[src/rtl/rdw_pkg.sv]
package rdw_pkg;

  // Put the even-address byte (arriving in the low half) into the upper half.
  function automatic logic [15:0] swap_lanes(input logic [15:0] beat);
    return {beat[7:0], beat[15:8]};
  endfunction

  // Big-endian pairing of two bytes from the stream.
  function automatic logic [15:0] pack_pair(input logic [7:0] even_b, input logic [7:0] odd_b);
    return {even_b, odd_b};
  endfunction

  // Bytes covered by one accepted beat.
  function automatic int unsigned beat_bytes(input bit wide);
    return wide ? 2 : 1;
  endfunction

endpackage

[src/rtl/rdw_byte_counter.sv]
module rdw_byte_counter #(
  parameter bit WIDE   = 1'b1,
  parameter int ADDR_W = 24
) (
  input  logic              clk,
  input  logic              rst_n,
  input  logic              clear,
  input  logic              advance,
  output logic [ADDR_W-1:0] byte_addr
);
  import rdw_pkg::*;

  localparam logic [ADDR_W-1:0] STEP = ADDR_W'(beat_bytes(WIDE));

  always_ff @(posedge clk) begin
    if (!rst_n)       byte_addr <= '0;
    else if (clear)   byte_addr <= '0;
    else if (advance) byte_addr <= byte_addr + STEP;
  end

  // the cycle after a download starts, the address is zero
  a_r1_restart_zero: assert property (@(posedge clk) disable iff (!rst_n)
    clear |=> byte_addr == '0);

endmodule

[src/rtl/rdw_word_builder.sv]
module rdw_word_builder #(
  parameter bit WIDE   = 1'b1,
  parameter int ADDR_W = 24,
  localparam int DW    = WIDE ? 16 : 8
) (
  input  logic              clk,
  input  logic              rst_n,
  input  logic              clear,
  input  logic              beat,
  input  logic              flush_ok,
  input  logic [DW-1:0]     in_data,
  input  logic [ADDR_W-1:0] byte_addr,
  output logic              wr_fire,
  output logic [ADDR_W-2:0] wr_addr,
  output logic [15:0]       wr_data,
  output logic              wr_hi,
  output logic              wr_lo,
  output logic              holding
);
  import rdw_pkg::*;

  // Word address: drop the byte-select bit.
  assign wr_addr = byte_addr[ADDR_W-1:1];

  generate
    if (WIDE) begin : g_wide
      assign wr_fire = beat;
      assign wr_data = swap_lanes(in_data);
      assign wr_hi   = 1'b1;
      assign wr_lo   = 1'b1;
      assign holding = 1'b0;
      logic unused_wide;
      assign unused_wide = ^{clk, rst_n, clear, flush_ok, byte_addr[0]};
    end else begin : g_narrow
      logic [7:0] held_byte;
      logic       held_q;
      logic       pair_fire;
      logic       tail_fire;

      assign pair_fire = beat & byte_addr[0];
      assign tail_fire = flush_ok & held_q & ~clear;

      always_ff @(posedge clk) begin
        if (!rst_n) begin
          held_q    <= 1'b0;
          held_byte <= '0;
        end else if (clear) begin
          held_q    <= 1'b0;
        end else if (beat && !byte_addr[0]) begin
          held_q    <= 1'b1;
          held_byte <= in_data;
        end else if (pair_fire || tail_fire) begin
          held_q    <= 1'b0;
        end
      end

      assign wr_fire = pair_fire | tail_fire;
      assign wr_data = pair_fire ? pack_pair(held_byte, in_data) : pack_pair(held_byte, 8'h00);
      assign wr_hi   = 1'b1;
      assign wr_lo   = pair_fire;
      assign holding = held_q;

      // a trailing byte never writes the lower lane
      a_r8_tail_upper_only: assert property (@(posedge clk) disable iff (!rst_n)
        tail_fire |-> wr_hi && !wr_lo && !beat);
      // a pair completes only with a byte already held
      a_r5_pair_needs_held: assert property (@(posedge clk) disable iff (!rst_n)
        pair_fire |-> held_q);
    end
  endgenerate

endmodule

[src/rtl/rdw_write_port.sv]
module rdw_write_port #(
  parameter int ADDR_W = 24
) (
  input  logic              clk,
  input  logic              rst_n,
  input  logic              fire,
  input  logic [ADDR_W-2:0] addr_in,
  input  logic [15:0]       data_in,
  input  logic              hi_in,
  input  logic              lo_in,
  input  logic              ack,
  output logic              req,
  output logic [ADDR_W-2:0] addr,
  output logic [15:0]       data,
  output logic              we_hi,
  output logic              we_lo
);

  always_ff @(posedge clk) begin
    if (!rst_n) begin
      req   <= 1'b0;
      addr  <= '0;
      data  <= '0;
      we_hi <= 1'b0;
      we_lo <= 1'b0;
    end else if (fire) begin
      req   <= 1'b1;
      addr  <= addr_in;
      data  <= data_in;
      we_hi <= hi_in;
      we_lo <= lo_in;
    end else if (ack) begin
      req   <= 1'b0;
    end
  end

  // a new write never arrives over a pending one
  a_r6_no_overrun: assert property (@(posedge clk) disable iff (!rst_n)
    fire |-> !req);
  // request and payload held until acknowledged
  a_r6_hold_until_ack: assert property (@(posedge clk) disable iff (!rst_n)
    req && !ack |=> req && $stable(addr) && $stable(data) && $stable(we_hi) && $stable(we_lo));

endmodule

[src/rtl/rom_dl_writer.sv]
module rom_dl_writer #(
  parameter bit WIDE   = 1'b1,
  parameter int ADDR_W = 24,
  localparam int DW    = WIDE ? 16 : 8
) (
  input  logic              clk,
  input  logic              rst_n,
  input  logic              dl_active,
  input  logic              in_valid,
  input  logic [DW-1:0]     in_data,
  output logic              in_ready,
  output logic              mem_req,
  output logic [ADDR_W-2:0] mem_addr,
  output logic [15:0]       mem_wdata,
  output logic              mem_we_hi,
  output logic              mem_we_lo,
  input  logic              mem_ack,
  output logic              dl_done
);
  import rdw_pkg::*;

  localparam logic [ADDR_W-1:0] STEP = ADDR_W'(beat_bytes(WIDE));

  logic              active_q;
  logic              dl_rise;
  logic              dl_fall;
  logic              beat;
  logic [ADDR_W-1:0] byte_addr;
  logic              wr_fire;
  logic [ADDR_W-2:0] wr_addr;
  logic [15:0]       wr_data;
  logic              wr_hi;
  logic              wr_lo;
  logic              holding;
  logic              finish_pend;

  always_ff @(posedge clk) begin
    if (!rst_n) active_q <= 1'b0;
    else        active_q <= dl_active;
  end

  assign dl_rise  = dl_active & ~active_q;
  assign dl_fall  = ~dl_active & active_q;
  assign in_ready = dl_active & active_q & ~mem_req;
  assign beat     = in_valid & in_ready;

  rdw_byte_counter #(.WIDE(WIDE), .ADDR_W(ADDR_W)) u_ctr (
    .clk       (clk),
    .rst_n     (rst_n),
    .clear     (dl_rise),
    .advance   (beat),
    .byte_addr (byte_addr)
  );

  rdw_word_builder #(.WIDE(WIDE), .ADDR_W(ADDR_W)) u_build (
    .clk       (clk),
    .rst_n     (rst_n),
    .clear     (dl_rise),
    .beat      (beat),
    .flush_ok  (~dl_active & ~mem_req),
    .in_data   (in_data),
    .byte_addr (byte_addr),
    .wr_fire   (wr_fire),
    .wr_addr   (wr_addr),
    .wr_data   (wr_data),
    .wr_hi     (wr_hi),
    .wr_lo     (wr_lo),
    .holding   (holding)
  );

  rdw_write_port #(.ADDR_W(ADDR_W)) u_port (
    .clk     (clk),
    .rst_n   (rst_n),
    .fire    (wr_fire),
    .addr_in (wr_addr),
    .data_in (wr_data),
    .hi_in   (wr_hi),
    .lo_in   (wr_lo),
    .ack     (mem_ack),
    .req     (mem_req),
    .addr    (mem_addr),
    .data    (mem_wdata),
    .we_hi   (mem_we_hi),
    .we_lo   (mem_we_lo)
  );

  // Completion: wait for the fall, then for the builder and port to drain.
  always_ff @(posedge clk) begin
    if (!rst_n) begin
      finish_pend <= 1'b0;
      dl_done     <= 1'b0;
    end else if (dl_rise) begin
      finish_pend <= 1'b0;
      dl_done     <= 1'b0;
    end else if (dl_fall) begin
      finish_pend <= 1'b1;
    end else if (finish_pend && !mem_req && !holding && !wr_fire) begin
      finish_pend <= 1'b0;
      dl_done     <= 1'b1;
    end
  end

  // never ready while a write is outstanding
  a_r6_ready_blocked: assert property (@(posedge clk) disable iff (!rst_n)
    mem_req |-> !in_ready);
  // done only with the write port idle
  a_r7_done_idle: assert property (@(posedge clk) disable iff (!rst_n)
    dl_done |-> !mem_req);
  // each accepted beat moves the address by the beat size
  a_r2_step: assert property (@(posedge clk) disable iff (!rst_n)
    beat |=> byte_addr == $past(byte_addr) + STEP);
  // a refused beat leaves the address alone
  a_r10_refused_beat: assert property (@(posedge clk) disable iff (!rst_n)
    in_valid && !in_ready && !dl_rise |=> $stable(byte_addr));

endmodule

[config.mk]
export PLATFORM = sky130hd
export DESIGN_NAME = rom_dl_writer
export DESIGN_NICKNAME = d
export VERILOG_FILES = /design/src/rtl/rdw_pkg.sv /design/src/rtl/rdw_byte_counter.sv /design/src/rtl/rdw_word_builder.sv /design/src/rtl/rdw_write_port.sv /design/src/rtl/rom_dl_writer.sv
export SDC_FILE = /design/constraint.sdc
export NUM_CORES = 1
export LEC_CHECK = 0
export BUFFER_PORTS_ARGS = -buffer_cell sky130_fd_sc_hd__buf_4
export CORE_MARGIN = 3
export CORE_UTILIZATION = 55
export CTS_CLUSTER_SIZE = 12
export DETAILED_ROUTE_END_ITERATION = 7
export PLACE_DENSITY = 0.89
export SLEW_MARGIN = 0
export SYNTH_ARGS = -nofsm -noshare
export SYNTH_HDL_FRONTEND = slang
export SYNTH_HIERARCHICAL = 1
export SYNTH_SLANG_ARGS = --single-unit
[constraint.sdc]
create_clock -name clk -period 2.9 [get_ports clk]
set_input_delay 0.145 -clock clk [delete_from_list [all_inputs] [get_ports clk]]
set_output_delay 0.145 -clock clk [all_outputs]
set_load 0.01 [all_outputs]
==> impl_metrics.json, run 1 <==
{
  "min_from": "dl_active",
  "holdPathStages": 2,
  "cts.reportedPaths.clkPinSlew_ns": 0.07,
  "final.setup_skew_ns": 0.00685,
  "worstReg2RegEnd": "u_ctr/byte_addr[22]",
  "period_needed_ns": 2.48,
  "max-vdd-ir-drop_v": 0.000312,
  "slew_headroom_pct": 57.6,
  "nNetsFinal": 360,
  "drive_gt1_share_pct": 26.8,
  "wl_per_cell_um": 13.7,
  "ys_warn_count": 6,
  "maxSlewViolCount": 0,
  "use_met3_pct": 5.59,
  "start_util_pct": 57.5,
  "finalHoldViolCount": 0,
  "avgSynthCellArea_sq_um": 10.1,
  "synth_area_sq_um": 3180,
  "grt_overflow": 0,
  "worstMarginPinSlew_ns": 0.637,
  "cts-root-buf": "clkbuf_8",
  "die_area_sq_um": 6740,
  "grt_max_degree": 49,
  "finalCritPeriodShare_pct": 85.5,
  "fmax_mhz": 403,
  "vias": 2143,
  "viasPerCell": 5.16,
  "ios": 65,
  "die_w_um": 82.1,
  "cts_sinks": 68,
  "critPathRequiredTime_ns": 3.18,
  "die_h_um": 82.1,
  "clk_latency_ns": 0.34,
  "cts_hold_buf": 0,
  "rsz0062_at_grt": "no",
  "max-cap-violations": 0,
  "core-area_sq_um": 5540,
  "ant_nets": 0,
  "synthCells": 316,
  "critPathCaptureType": "register",
  "grt_use_met1_pct": 19.4,
  "cts_resized": 0,
  "status": "finished clean",
  "total_power_mw": 1.89,
  "num_rows": 27,
  "groute.layer.met2.usage_pct": 29.2,
  "path_max_fanout": 10,
  "htree_levels": 3,
  "crit_type": "reg2reg",
  "antenna_found_initial": 0,
  "cts_tree": "yes",
  "cts_inserted_buffers": 9,
  "hpwl_um": 3810,
  "track_usage_pct": 17.6,
  "cp_data_arrival_time_ns": 2.76,
  "setup_violations": 0,
  "holdPathEnd": "active_q",
  "ff2ff_path_depth": 6,
  "postCtsSetupBuffers": 0,
  "initialDrtViolationCount": 105,
  "first_pass_iters": 4,
  "grt_pass1_vias": 2040,
  "gp_congestion": 0.824,
  "busiest_layer": "met2",
  "num_antenna_cells": 0,
  "hold_path.class": "in2reg",
  "syn2layout_area_growth_pct": 11.2,
  "cellLeakagePower_nw": 1.31,
  "fin_tns_setup_ns": 0,
  "drc": 0,
  "grt_pass1_wl_um": 9040,
  "rrSetupSlack_ns": 0.42,
  "port_buffers": 64,
  "r2r_start": "u_port/req",
  "cp-start-kind": "register",
  "power_density_nw_per_um2": 534,
  "cts.path.max_buffers": 2,
  "wl_um": 5690
}
-- layout make-up --
cell class                      count  area (sq um)
Fill cell                         455          2000
Sequential cell                    68          1360
Multi-Input combinational cell    185          1340
Timing Repair Buffer               66           495
Clock buffer                       12           145
Tap cell                           72          90.1
Clock inverter                      4          72.6
Inverter                            8          30.0
-- placed cells by master (no fill, tap or decap), drive strengths merged --
| cell type | count |
|---|---|
| bufinv | 2 |
| nor2b | 43 |
| o21ai | 8 |
| a2111oi | 1 |
| a41o | 1 |
| xor2 | 5 |
| xnor2 | 5 |
| nand4 | 6 |
| o21a | 1 |
| nor2 | 12 |
| dfxtp | 68 |
| o311ai | 1 |
| inv | 8 |
| and2 | 2 |
| nor3b | 1 |
| or3 | 6 |
| or4 | 5 |
| clkinvlp | 1 |
| mux2i | 42 |
| o211ai | 1 |
| a21oi | 9 |
| nor3 | 4 |
| conb | 3 |
| and3 | 1 |
| o41ai | 1 |
| or4b | 2 |
| clkinv | 1 |
| nand2 | 9 |
| nand2b | 3 |
| buf | 66 |
| o31ai | 3 |
| nand3 | 5 |
| clkbuf | 12 |
| and4 | 2 |
| and3b | 2 |
| ha | 1 |
-- stage by stage --
stage	cells	setup slack, ns	hold slack, ns	cell area, sq um	util [%]
finish	415	0.419	0.0522	3540	63.9
global route	415	0.232	0.0484	3540	63.9
CTS	415	0.425	0.0425	3540	63.9
detailed placement	399	0.450	0.399	3320	59.9
global placement	399	0.540	0.386	3320	59.9
floorplan	317	0.594	0.267	3190	-
-- critical path, cell delays in order (launching register included) --
cell and delay (ns):
dfxtp_1 0.34, and3b_2 0.25, and2_2 0.31, nand4_2 0.22
or4_1 0.62, or4b_1 0.53, a21oi_1 0.15
-- report_power, final --
group	internal, mW	switching, mW
sequential	0.941	0.00445
clock	0.507	0.348
combinational	0.0491	0.0405
-- worst max-delay path by stage --
stage | start | endpoint | cells after the start
after floorplan | u_port/req | u_ctr/byte_addr[23] | 7
after CTS | u_port/req | u_ctr/byte_addr[22] | 6
after global placement | u_port/req | u_ctr/byte_addr[22] | 6
after detailed placement | u_port/req | u_ctr/byte_addr[22] | 6
final | u_port/req | u_ctr/byte_addr[22] | 6
after global routing | u_port/req | u_ctr/byte_addr[22] | 6
-- layer usage --
layer | share of wire, % | vias up | wire [um]
met2 | 48 | 73 | 2730
met3 | 8.3 | 12 | 470
met5 | 0 | - | 0
met1 | 42 | 994 | 2380
li1 | - | 1064 | -
met4 | 1.9 | 0 | 110
-- sequential cells by signal (all words and copies together) (netlist names) --
signal	count
u_ctr/byte_addr	23
finish_pend	1
dl_done	1
u_port/data	16
u_port/we_lo	1
u_port/we_hi	1
u_port/req	1
u_port/addr	23
active_q	1
(Power assumes the default switching activity.)
==> run 2, diff against run 1 <==
Settings changed: BUFFER_PORTS_ARGS -buffer_cell sky130_fd_sc_hd__buf_4 to -buffer_cell sky130_fd_sc_hd__buf_2.
==> run 2 against run 1 <==
Compared with the run above: non-clock buffer count unchanged; largest power group unchanged; count of clock-buffer cells in the layout stayed put; clock power decreased by 10%; final cell count did not move.
==> impl_metrics.json, run 2 (same netlist as run 1, synthesis figures left out) <==
{
  "cts-root-buf": "clkbuf_8",
  "core-area_sq_um": 5540,
  "critPathRequiredTime_ns": 3.16,
  "grt_overflow": 0,
  "wl_um": 5240,
  "cts_inserted_buffers": 9,
  "grt_pass1_wl_um": 8270,
  "maxSlewViolCount": 0,
  "finalHoldViolCount": 0,
  "slew_headroom_pct": 57.8,
  "hold_path.class": "in2reg",
  "num_antenna_cells": 0,
  "die_w_um": 82.1,
  "startpoint": "u_port/req",
  "grt_pass1_vias": 1897,
  "max-vdd-ir-drop_v": 0.000243,
  "cellLeakagePower_nw": 1.29,
  "htree_levels": 3,
  "worstReg2RegEnd": "u_ctr/byte_addr[22]",
  "start_util_pct": 57.5,
  "largestRegisters": "u_ctr/byte_addr x23, u_port/addr x23, u_port/data x16",
  "critPathCaptureType": "register",
  "grt_max_degree": 49,
  "die_area_sq_um": 6740,
  "vias": 2085,
  "placed_area_sq_um": 3160,
  "cts_tree": "yes",
  "syn2layout_area_growth_pct": 5.66,
  "rrSetupSlack_ns": 0.47,
  "fmax_mhz": 412,
  "cts_sinks": 68,
  "worstMarginPinSlew_ns": 0.633,
  "port_buffers": 64,
  "fin_tns_setup_ns": 0,
  "die_h_um": 82.1,
  "postCtsSetupBuffers": 0,
  "status": "finished clean",
  "ios": 65,
  "drive_gt1_share_pct": 27.1,
  "rsz0062_at_grt": "no",
  "hpwl_um": 3660,
  "ff2ff_path_depth": 6,
  "path_max_fanout": 10,
  "finalInstanceArea_sq_um": 3360,
  "ant_nets": 0,
  "cp_data_arrival_time_ns": 2.69,
  "final_cell_mix": "dfxtp_1 (68), buf_2 (64), nor2b_1 (43), mux2i_1 (42), nor2_1 (12)",
  "cts.path.max_buffers": 2,
  "total_power_mw": 1.79,
  "numPlacedInstances": 399,
  "crit_type": "reg2reg",
  "postLayoutCoreUtil_pct": 60.7,
  "first_pass_iters": 4,
  "setup_violations": 0,
  "r2r_start": "u_port/req",
  "power_density_nw_per_um2": 533,
  "final.setup_skew_ns": 0.00644,
  "critPathCapture": "u_ctr/byte_addr[22]",
  "fillers": 450,
  "period_needed_ns": 2.43,
  "max-cap-violations": 0,
  "cts_hold_buf": 0,
  "gp_congestion": 0.795,
  "drc": 0,
  "antenna_found_initial": 0,
  "initialDrtViolationCount": 128,
  "num_rows": 27,
  "cts.reportedPaths.clkPinSlew_ns": 0.07,
  "instances_no_fill": 415,
  "finalCritPeriodShare_pct": 83.8,
  "clk_latency_ns": 0.33,
  "viasPerCell": 5.02,
  "cts_resized": 0,
  "nNetsFinal": 360,
  "wl_per_cell_um": 12.6,
  "cp-start-kind": "register",
  "final_common_cell": "dfxtp_1",
  "track_usage_pct": 15.9
}
-- run 2: cell count changes in the layout (fill, tap and decap cells not counted) --
cell       previous run  this run
buf_4                66         2
clkbuf_8             10        11
clkbuf_1              2         1
bufinv_16             2         1
buf_2                 0        64
clkinv_2              1         2
-- run 2: cell type report --
| cell class | count | area [sq um] | share of cell area (%) |
|---|---|---|---|
| flip-flops and latches | 68 | 1360 | 40.5 |
| multi-input cells | 185 | 1340 | 40.0 |
| repair buffers | 66 | 335 | 9.97 |
| clock buffers | 12 | 155 | 4.61 |
| well taps | 72 | 90.1 | 2.68 |
| clock inverters | 4 | 47.5 | 1.41 |
| inverters | 8 | 30.0 | 0.893 |
-- run 2: how the worst min path moves through the flow --
stage | start | end | slack, ns | cells after the start
4_1_cts | in_data[11] | u_port/data[3] | 0.06 | 3
2_1_floorplan | dl_active | active_q | 0.27 | 1
3_3_place_gp | in_data[11] | u_port/data[3] | 0.40 | 3
3_5_place_dp | in_data[5] | u_port/data[13] | 0.41 | 3
5_1_grt | in_data[0] | u_port/data[8] | 0.08 | 3
6_report | in_data[11] | u_port/data[3] | 0.08 | 3
-- run 2: critical path, stage by stage (launching register included) --
cell	delay, ns
dfxtp_1	0.33
and3b_2	0.24
and2_2	0.30
nand4_2	0.22
or4_1	0.62
or4b_1	0.51
a21oi_1	0.14
-- run 2: metal layers --
layer  wire length (um)  track usage (%)
met1               2270             17.9
met2               2440             26.2
met3                455             7.13
met4                 70             6.64
met5                  0                0
-- run 2: stage by stage --
step / setup slack (ns) / hold slack, ns
2_1_floorplan: 0.594 / 0.267
3_3_place_gp: 0.548 / 0.404
3_5_place_dp: 0.509 / 0.409
4_1_cts: 0.487 / 0.0636
5_1_grt: 0.300 / 0.0803
6_report: 0.471 / 0.0761
-- run 2: power breakdown --
group / switching (mW) / leakage [nW] / internal, mW
Combinational: 0.0395 / 0.640 / 0.0386
Sequential: 0.00411 / 0.549 / 0.941
Clock: 0.327 / 0.102 / 0.441
Total: 0.371 / 1.29 / 1.42
